`src/rtl/tlb_pkg.sv`:
```
package tlb_pkg;
  typedef enum logic [1:0] {
    ACC_READ  = 2'd0,
    ACC_WRITE = 2'd1,
    ACC_FETCH = 2'd2,
    ACC_RSVD  = 2'd3
  } acc_e;
endpackage

```
`src/rtl/tlb_entry.sv`:
```
module tlb_entry #(
  parameter int VPN_W = 20,
  parameter int PPN_W = 12
) (
  input  logic             clk,
  input  logic             rst_n,
  input  logic             clr,
  input  logic             wr_en,
  input  logic [VPN_W-1:0] wr_vpn,
  input  logic [PPN_W-1:0] wr_ppn,
  input  logic             wr_ok,
  input  logic             wr_nx,
  input  logic [VPN_W-1:0] look_vpn,
  output logic             look_match,
  output logic             fill_match,
  output logic [PPN_W-1:0] ppn,
  output logic             wr_permit,
  output logic             no_exec
);
  logic             valid_q, valid_nxt;
  logic [VPN_W-1:0] vpn_q, vpn_nxt;
  logic [PPN_W-1:0] ppn_q, ppn_nxt;
  logic             ok_q, ok_nxt;
  logic             nx_q, nx_nxt;

  always_comb begin
    valid_nxt = valid_q;
    vpn_nxt   = vpn_q;
    ppn_nxt   = ppn_q;
    ok_nxt    = ok_q;
    nx_nxt    = nx_q;
    if (clr) begin
      valid_nxt = 1'b0;
    end else if (wr_en) begin
      valid_nxt = 1'b1;
      vpn_nxt   = wr_vpn;
      ppn_nxt   = wr_ppn;
      ok_nxt    = wr_ok;
      nx_nxt    = wr_nx;
    end
  end

  always_ff @(posedge clk or negedge rst_n) begin
    if (!rst_n) begin
      valid_q <= 1'b0;
      vpn_q   <= '0;
      ppn_q   <= '0;
      ok_q    <= 1'b0;
      nx_q    <= 1'b0;
    end else begin
      valid_q <= valid_nxt;
      vpn_q   <= vpn_nxt;
      ppn_q   <= ppn_nxt;
      ok_q    <= ok_nxt;
      nx_q    <= nx_nxt;
    end
  end

  assign look_match = valid_q && (vpn_q == look_vpn);
  assign fill_match = valid_q && (vpn_q == wr_vpn);
  assign ppn        = ppn_q;
  assign wr_permit  = ok_q;
  assign no_exec    = nx_q;

  assert_flush_clears_R8: assert property (@(posedge clk) disable iff (!rst_n)
    clr |=> !look_match && !fill_match);

  assert_write_lands_R10: assert property (@(posedge clk) disable iff (!rst_n)
    (wr_en && !clr) |=> (ppn == $past(wr_ppn)) && (look_vpn != $past(wr_vpn) || look_match));
endmodule

```
`src/rtl/tlb_select.sv`:
```
module tlb_select #(
  parameter int N     = 32,
  parameter int PPN_W = 12
) (
  input  logic [N-1:0]            sel,
  input  logic [N-1:0][PPN_W-1:0] ppn_in,
  input  logic [N-1:0]            ok_in,
  input  logic [N-1:0]            nx_in,
  output logic                    any,
  output logic [PPN_W-1:0]        ppn,
  output logic                    wr_permit,
  output logic                    no_exec
);
  always_comb begin
    ppn       = '0;
    wr_permit = 1'b0;
    no_exec   = 1'b0;
    for (int i = 0; i < N; i++) begin
      if (sel[i]) begin
        ppn       = ppn | ppn_in[i];
        wr_permit = wr_permit | ok_in[i];
        no_exec   = no_exec | nx_in[i];
      end
    end
  end
  assign any = |sel;
endmodule

```
`src/rtl/tlb_resp.sv`:
```
module tlb_resp
  import tlb_pkg::*;
#(
  parameter int PPN_W = 12,
  parameter int OFF_W = 12
) (
  input  logic                   clk,
  input  logic                   rst_n,
  input  logic                   req_valid,
  input  logic [1:0]             req_acc,
  input  logic [OFF_W-1:0]       req_off,
  input  logic                   found,
  input  logic [PPN_W-1:0]       ppn,
  input  logic                   wr_permit,
  input  logic                   no_exec,
  output logic                   rsp_hit,
  output logic [PPN_W+OFF_W-1:0] rsp_paddr,
  output logic                   rsp_miss,
  output logic                   rsp_prot
);
  acc_e acc;
  logic deny;
  logic hit_nxt, miss_nxt, prot_nxt;
  logic [PPN_W+OFF_W-1:0] paddr_nxt;

  assign acc  = acc_e'(req_acc);
  assign deny = ((acc == ACC_WRITE) && !wr_permit) || ((acc == ACC_FETCH) && no_exec);

  always_comb begin
    hit_nxt   = 1'b0;
    miss_nxt  = 1'b0;
    prot_nxt  = 1'b0;
    paddr_nxt = '0;
    if (req_valid) begin
      if (!found) begin
        miss_nxt = 1'b1;
      end else if (deny) begin
        prot_nxt = 1'b1;
      end else begin
        hit_nxt   = 1'b1;
        paddr_nxt = {ppn, req_off};
      end
    end
  end

  always_ff @(posedge clk or negedge rst_n) begin
    if (!rst_n) begin
      rsp_hit   <= 1'b0;
      rsp_miss  <= 1'b0;
      rsp_prot  <= 1'b0;
      rsp_paddr <= '0;
    end else begin
      rsp_hit   <= hit_nxt;
      rsp_miss  <= miss_nxt;
      rsp_prot  <= prot_nxt;
      rsp_paddr <= paddr_nxt;
    end
  end

  assert_single_outcome_R9: assert property (@(posedge clk) disable iff (!rst_n)
    $countones({rsp_hit, rsp_miss, rsp_prot}) <= 1);

  assert_idle_quiet_R9: assert property (@(posedge clk) disable iff (!rst_n)
    !req_valid |=> !rsp_hit && !rsp_miss && !rsp_prot);

  assert_read_never_denied_R6: assert property (@(posedge clk) disable iff (!rst_n)
    (req_valid && (req_acc == 2'd0)) |=> !rsp_prot);

  assert_offset_passes_R3: assert property (@(posedge clk) disable iff (!rst_n)
    (req_valid && found && !deny) |=> rsp_hit && (rsp_paddr[OFF_W-1:0] == $past(req_off)));
endmodule

```
`src/rtl/tlb_xlate.sv`:
```
module tlb_xlate #(
  parameter int ENTRIES    = 32,
  parameter int VADDR_W    = 32,
  parameter int PADDR_W    = 24,
  parameter int PAGE_BYTES = 4096,
  localparam int OFF_W     = $clog2(PAGE_BYTES),
  localparam int VPN_W     = VADDR_W - OFF_W,
  localparam int PPN_W     = PADDR_W - OFF_W,
  localparam int IDX_W     = $clog2(ENTRIES)
) (
  input  logic               clk,
  input  logic               rst_n,
  input  logic               req_valid,
  input  logic [VADDR_W-1:0] req_vaddr,
  input  logic [1:0]         req_acc,
  input  logic               fill_en,
  input  logic [IDX_W-1:0]   fill_idx,
  input  logic [VPN_W-1:0]   fill_vpn,
  input  logic [PPN_W-1:0]   fill_ppn,
  input  logic               fill_wr_ok,
  input  logic               fill_no_exec,
  input  logic               flush,
  output logic               rsp_hit,
  output logic [PADDR_W-1:0] rsp_paddr,
  output logic               rsp_miss,
  output logic               rsp_prot
);
  logic [VPN_W-1:0]              look_vpn;
  logic [ENTRIES-1:0]            look_vec;
  logic [ENTRIES-1:0]            fill_vec;
  logic [ENTRIES-1:0]            wr_vec;
  logic [ENTRIES-1:0][PPN_W-1:0] ent_ppn;
  logic [ENTRIES-1:0]            ent_ok;
  logic [ENTRIES-1:0]            ent_nx;
  logic                          fill_dup;
  logic                          found;
  logic [PPN_W-1:0]              sel_ppn;
  logic                          sel_ok;
  logic                          sel_nx;

  assign look_vpn = req_vaddr[VADDR_W-1:OFF_W];
  assign fill_dup = |fill_vec;

  always_comb begin
    wr_vec = '0;
    if (fill_en && !flush) begin
      for (int i = 0; i < ENTRIES; i++) begin
        wr_vec[i] = fill_dup ? fill_vec[i] : (fill_idx == IDX_W'(i));
      end
    end
  end

  for (genvar g = 0; g < ENTRIES; g++) begin : g_slot
    tlb_entry #(.VPN_W(VPN_W), .PPN_W(PPN_W)) u_entry (
      .clk        (clk),
      .rst_n      (rst_n),
      .clr        (flush),
      .wr_en      (wr_vec[g]),
      .wr_vpn     (fill_vpn),
      .wr_ppn     (fill_ppn),
      .wr_ok      (fill_wr_ok),
      .wr_nx      (fill_no_exec),
      .look_vpn   (look_vpn),
      .look_match (look_vec[g]),
      .fill_match (fill_vec[g]),
      .ppn        (ent_ppn[g]),
      .wr_permit  (ent_ok[g]),
      .no_exec    (ent_nx[g])
    );
  end

  tlb_select #(.N(ENTRIES), .PPN_W(PPN_W)) u_select (
    .sel       (look_vec),
    .ppn_in    (ent_ppn),
    .ok_in     (ent_ok),
    .nx_in     (ent_nx),
    .any       (found),
    .ppn       (sel_ppn),
    .wr_permit (sel_ok),
    .no_exec   (sel_nx)
  );

  tlb_resp #(.PPN_W(PPN_W), .OFF_W(OFF_W)) u_resp (
    .clk       (clk),
    .rst_n     (rst_n),
    .req_valid (req_valid),
    .req_acc   (req_acc),
    .req_off   (req_vaddr[OFF_W-1:0]),
    .found     (found),
    .ppn       (sel_ppn),
    .wr_permit (sel_ok),
    .no_exec   (sel_nx),
    .rsp_hit   (rsp_hit),
    .rsp_paddr (rsp_paddr),
    .rsp_miss  (rsp_miss),
    .rsp_prot  (rsp_prot)
  );

  assert_no_duplicate_R7: assert property (@(posedge clk) disable iff (!rst_n)
    $onehot0(look_vec) && $onehot0(fill_vec));

  assert_one_slot_written_R7: assert property (@(posedge clk) disable iff (!rst_n)
    $onehot0(wr_vec));

  assert_flush_drops_fill_R8: assert property (@(posedge clk) disable iff (!rst_n)
    flush |=> (look_vec == '0));
endmodule

```
`config.mk`:
```
export PLATFORM = sky130hd
export DESIGN_NAME = tlb_xlate
export DESIGN_NICKNAME = d
export VERILOG_FILES = /design/src/rtl/tlb_pkg.sv /design/src/rtl/tlb_entry.sv /design/src/rtl/tlb_select.sv /design/src/rtl/tlb_resp.sv /design/src/rtl/tlb_xlate.sv
export SDC_FILE = /design/constraint.sdc
export NUM_CORES = 2
export LEC_CHECK = 0
export BUFFER_PORTS_ARGS = -buffer_cell sky130_fd_sc_hd__buf_2
export CORE_MARGIN = 2
export CORE_UTILIZATION = 59
export CTS_BUF_LIST = sky130_fd_sc_hd__clkbuf_8
export CTS_CLUSTER_DIAMETER = 100
export DETAILED_ROUTE_END_ITERATION = 6
export PLACE_DENSITY = 0.78
export SYNTH_ARGS = -nofsm -noshare
export SYNTH_HDL_FRONTEND = slang
export SYNTH_SLANG_ARGS = --single-unit
```
`constraint.sdc`:
```
create_clock -name clk -period 3 [get_ports clk]
set_input_delay 0.6 -clock clk [delete_from_list [all_inputs] [get_ports clk]]
set_output_delay 0.6 -clock clk [all_outputs]
set_load 0.02 [all_outputs]
```
==> results.py <==
metrics = {
    "clock_network": {
        "cts_tree": "done",
        "clk_latency_ns": 0.97,
        "clock_path_buffers": 3,
        "cts_max_level": 4,
        "clk_pin_slew_ns": 0.06,
        "cts_inserted_buffers": 191,
        "root_buffer": "clkbuf_8",
        "clock-sinks": 1147,
    },
    "floorplan": {
        "ios": 105,
        "rows": 119,
        "start_util": 0.592,
        "die_y_um": 329,
        "dieArea_um2": 108000,
        "coreArea_um2": 105000,
        "dieWidth_um": 329,
    },
    "yosys": {
        "seq_area_frac_synth": 0.462,
        "synth_seq_cells": 1147,
        "synth.area.top_cells": "dfrtp_1 46%, xnor2_1 13%, mux2_2 12%",
        "yosysWarningCount": 0,
        "synth_edf_count": 0,
        "synth_area_um2": 62200,
        "syn_avg_cell_area_um2": 12.8,
        "yosys.area.top_type": "dfrtp_1",
        "synth_async_sr_flop_share": 1.00,
        "synth_ff_type": "dfrtp_1",
        "synth_cells": 4861,
        "synth.distinct_cells": 54,
        "synth_nets": 4939,
        "yosysTopAreaCellShare": 0.462,
    },
    "cells_and_area": {
        "final_common_cell": "dfrtp_1",
        "drive_above_1_share": 0.394,
        "layout_common_cells": "1147 x dfrtp_1, 915 x xnor2_1, 590 x mux2_2",
        "area_growth_syn_to_layout_pct": 21.7,
        "nFillCells": 6758,
        "fin_nets": 5563,
        "design_area_um2": 75700,
    },
    "critical_path": {
        "path_max_fanout": 7,
        "r2r-start": "g_slot[19].u_entry.vpn_q[0]$_DFFE_PN0P_",
        "r2r_setup_slack_ns": -0.16,
        "cpPeakStageDelay_ns": 0.41,
        "reg2regPathDepth": 13,
        "end_kind": "flop",
        "cp-start-kind": "flop",
        "path_class": "flop to flop",
        "r2r-end": "g_slot[4].u_entry.no_exec$_DFFE_PN0P_",
        "cp_num_buf_inv": 4,
        "crit_start": "g_slot[19].u_entry.vpn_q[0]$_DFFE_PN0P_",
        "arrival_ns": 3.95,
        "critical-path-top-delay-family": "simple AND/OR/NAND/NOR gates",
        "crit_required_ns": 3.79,
        "path_cells": "xor2_1, nor4_1, and3_1, nand3_2, nand4_1, nor4_4, buf_6, nand4_4, buf_6, o21ai_4, buf_12, buf_12, mux2_2",
        "critPathSlowestCell": "dfrtp_1",
    },
    "timing": {
        "finClkSkew_ns": 0.0871,
        "tightestPinTransition_ns": 0.914,
        "finalSetupViolations": 956,
        "hold_viol_final": 0,
        "finalMaxSlewViolations": 0,
        "rsz0062_at_grt": "yes",
        "slew_headroom": 0.391,
        "period_needed_ns": 3.16,
        "setup_slack_ns": -0.163,
        "finalCritPeriodShare": 1.05,
        "max_clock_freq_mhz": 316,
    },
    "placed_design": {
        "placed_area_um2": 70700,
        "gp_congestion": 0.971,
        "port-buffer-count": 104,
        "dp_hpwl_um": 142000,
    },
    "hold_path": {
        "hp-start": "fill_vpn[17]",
        "worstHoldPathCells": 2,
        "hold_end": "g_slot[24].u_entry.vpn_q[17]$_DFFE_PN0P_",
        "hold_class": "primary input to flop",
    },
    "routing": {
        "viasPerCell": 6.46,
        "wl_per_cell_um": 30.2,
        "ant_nets": 0,
        "dr.pass1.iters": 5,
        "wl_um": 213000,
        "routed-via-count": 45424,
        "drtIter0Drc": 5116,
        "drc": 0,
    },
    "run": {
        "cap_viol_max_count": 0,
    },
    "grt": {
        "grt_usage": 0.391,
        "grt_pass1_vias": 46922,
        "grt_pass1_wl_um": 310000,
        "antenna_found_initial": 8,
        "grt_max_degree": 111,
        "grt-ovfl-total": 0,
    },
    "status": {
        "status": "finished, violations left",
        "violations": "setup timing",
    },
    "power": {
        "finalPower_mw": 42.1,
        "power.leakage_nw": 34.3,
        "irDropWorstVdd_uv": 444,
        "power_density_nw_per_um2": 556,
    },
}
worst max path at each step:
stage,cells past startpoint,endpoint,slack (ns)
detailed placement,13,g_slot[17].u_entry.ppn[11]$_DFFE_PN0P_,-0.91
CTS,12,g_slot[0].u_entry.vpn_q[14]$_DFFE_PN0P_,-0.09
global placement,14,g_slot[17].u_entry.ppn[11]$_DFFE_PN0P_,-0.86
global route,15,g_slot[26].u_entry.vpn_q[18]$_DFFE_PN0P_,-0.22
finish,13,g_slot[4].u_entry.no_exec$_DFFE_PN0P_,-0.16
floorplan,12,g_slot[16].u_entry.ppn[0]$_DFFE_PN0P_,-0.34
Yosys cell counts (62+ instances only):
cell type	number
xnor2_1	919
mux2_4	116
buf_2	90
xor2_1	358
mux2_1	295
a22o_1	97
nand4_1	262
dfrtp_1	1147
and3_1	62
nand3_1	69
buf_4	70
a221oi_1	96
clkbuf_1	154
mux2_2	677
buf_6	72
nor4_1	143
where the power goes:
part           total, mW  internal [mW]  switching (mW)
Sequential          19.3           17.4            1.82
Combinational       8.15           4.59            3.55
Clock               14.7           7.67            6.98
repair_timing:
action | CTS | global route
endpoints found under the setup margin | 1108 | 1141
endpoints found under the hold margin | 130 | 0
buffers inserted | 3 | 16
resized for setup | 38 | 67
hold buffers | 15 | 0
pin swaps | 12 | 19
cloned | 1 | 6
final cells by class:
| class | count | area, um2 | share of cell area |
|---|---|---|---|
| clock buffers | 248 | 3410 | 0.0451 |
| diodes | 9 | 22.5 | 0.000298 |
| clock inverters | 89 | 594 | 0.00785 |
| multi-input cells | 3289 | 32100 | 0.424 |
| inverters | 7 | 26.3 | 0.000347 |
| repair buffers | 849 | 9100 | 0.120 |
| well taps | 1391 | 1740 | 0.0230 |
| flip-flops and latches | 1147 | 28700 | 0.379 |
per-layer routing:
metal | track usage | wire length (um) | vias up
met5 | 0 | 68 | -
met3 | 0.101 | 23500 | 885
met2 | 0.586 | 93900 | 2749
met4 | 0.238 | 14800 | 8
li1 | - | - | 18539
met1 | 0.510 | 80400 | 23243
worst reg2reg max path: cells and delay by family, from the launching register on:
kind | cells | cell delay, ns
XOR/XNOR | 1 | 0.21
AND/OR/NAND/NOR | 6 | 1.18
flip-flops | 1 | 0.41
AO/OA/AOI/OAI | 1 | 0.18
buffers and inverters | 4 | 0.71
multiplexers | 1 | 0.35
stage by stage:
step	TNS, ns	setup slack, ns	hold slack (ns)	util	cells
final	-49.68	-0.163	0.136	0.721	7029
after global routing	-145.83	-0.221	0.123	0.721	7025
after CTS	-7.63	-0.0948	0.0864	0.715	6998
after detailed placement	-946.74	-0.912	0.475	0.673	6642
after global placement	-895.28	-0.864	0.465	0.673	6642
after floorplan	-295.26	-0.335	0.304	-	4861
flip-flops by register name, summed over array words and instances, names as in the netlist:
signal	count
g_slot.u_entry.no_exec	32
u_resp.rsp_paddr	24
u_resp.rsp_hit	1
u_resp.rsp_prot	1
u_resp.rsp_miss	1
g_slot.u_entry.wr_permit	32
g_slot.u_entry.ppn	384
g_slot.u_entry.vpn_q	640
g_slot.u_entry.valid_q	32
cell families after synthesis:
| kind of cell | after synthesis | share of synthesized area |
|---|---|---|
| buffers and inverters | 425 | 0.0465 |
| flip-flops | 1147 | 0.462 |
| XOR/XNOR | 1277 | 0.180 |
| AND/OR/NAND/NOR | 634 | 0.0642 |
| AO/OA/AOI/OAI | 290 | 0.0436 |
| multiplexers | 1088 | 0.204 |
Note: power is estimated with default switching activity, not from simulation.
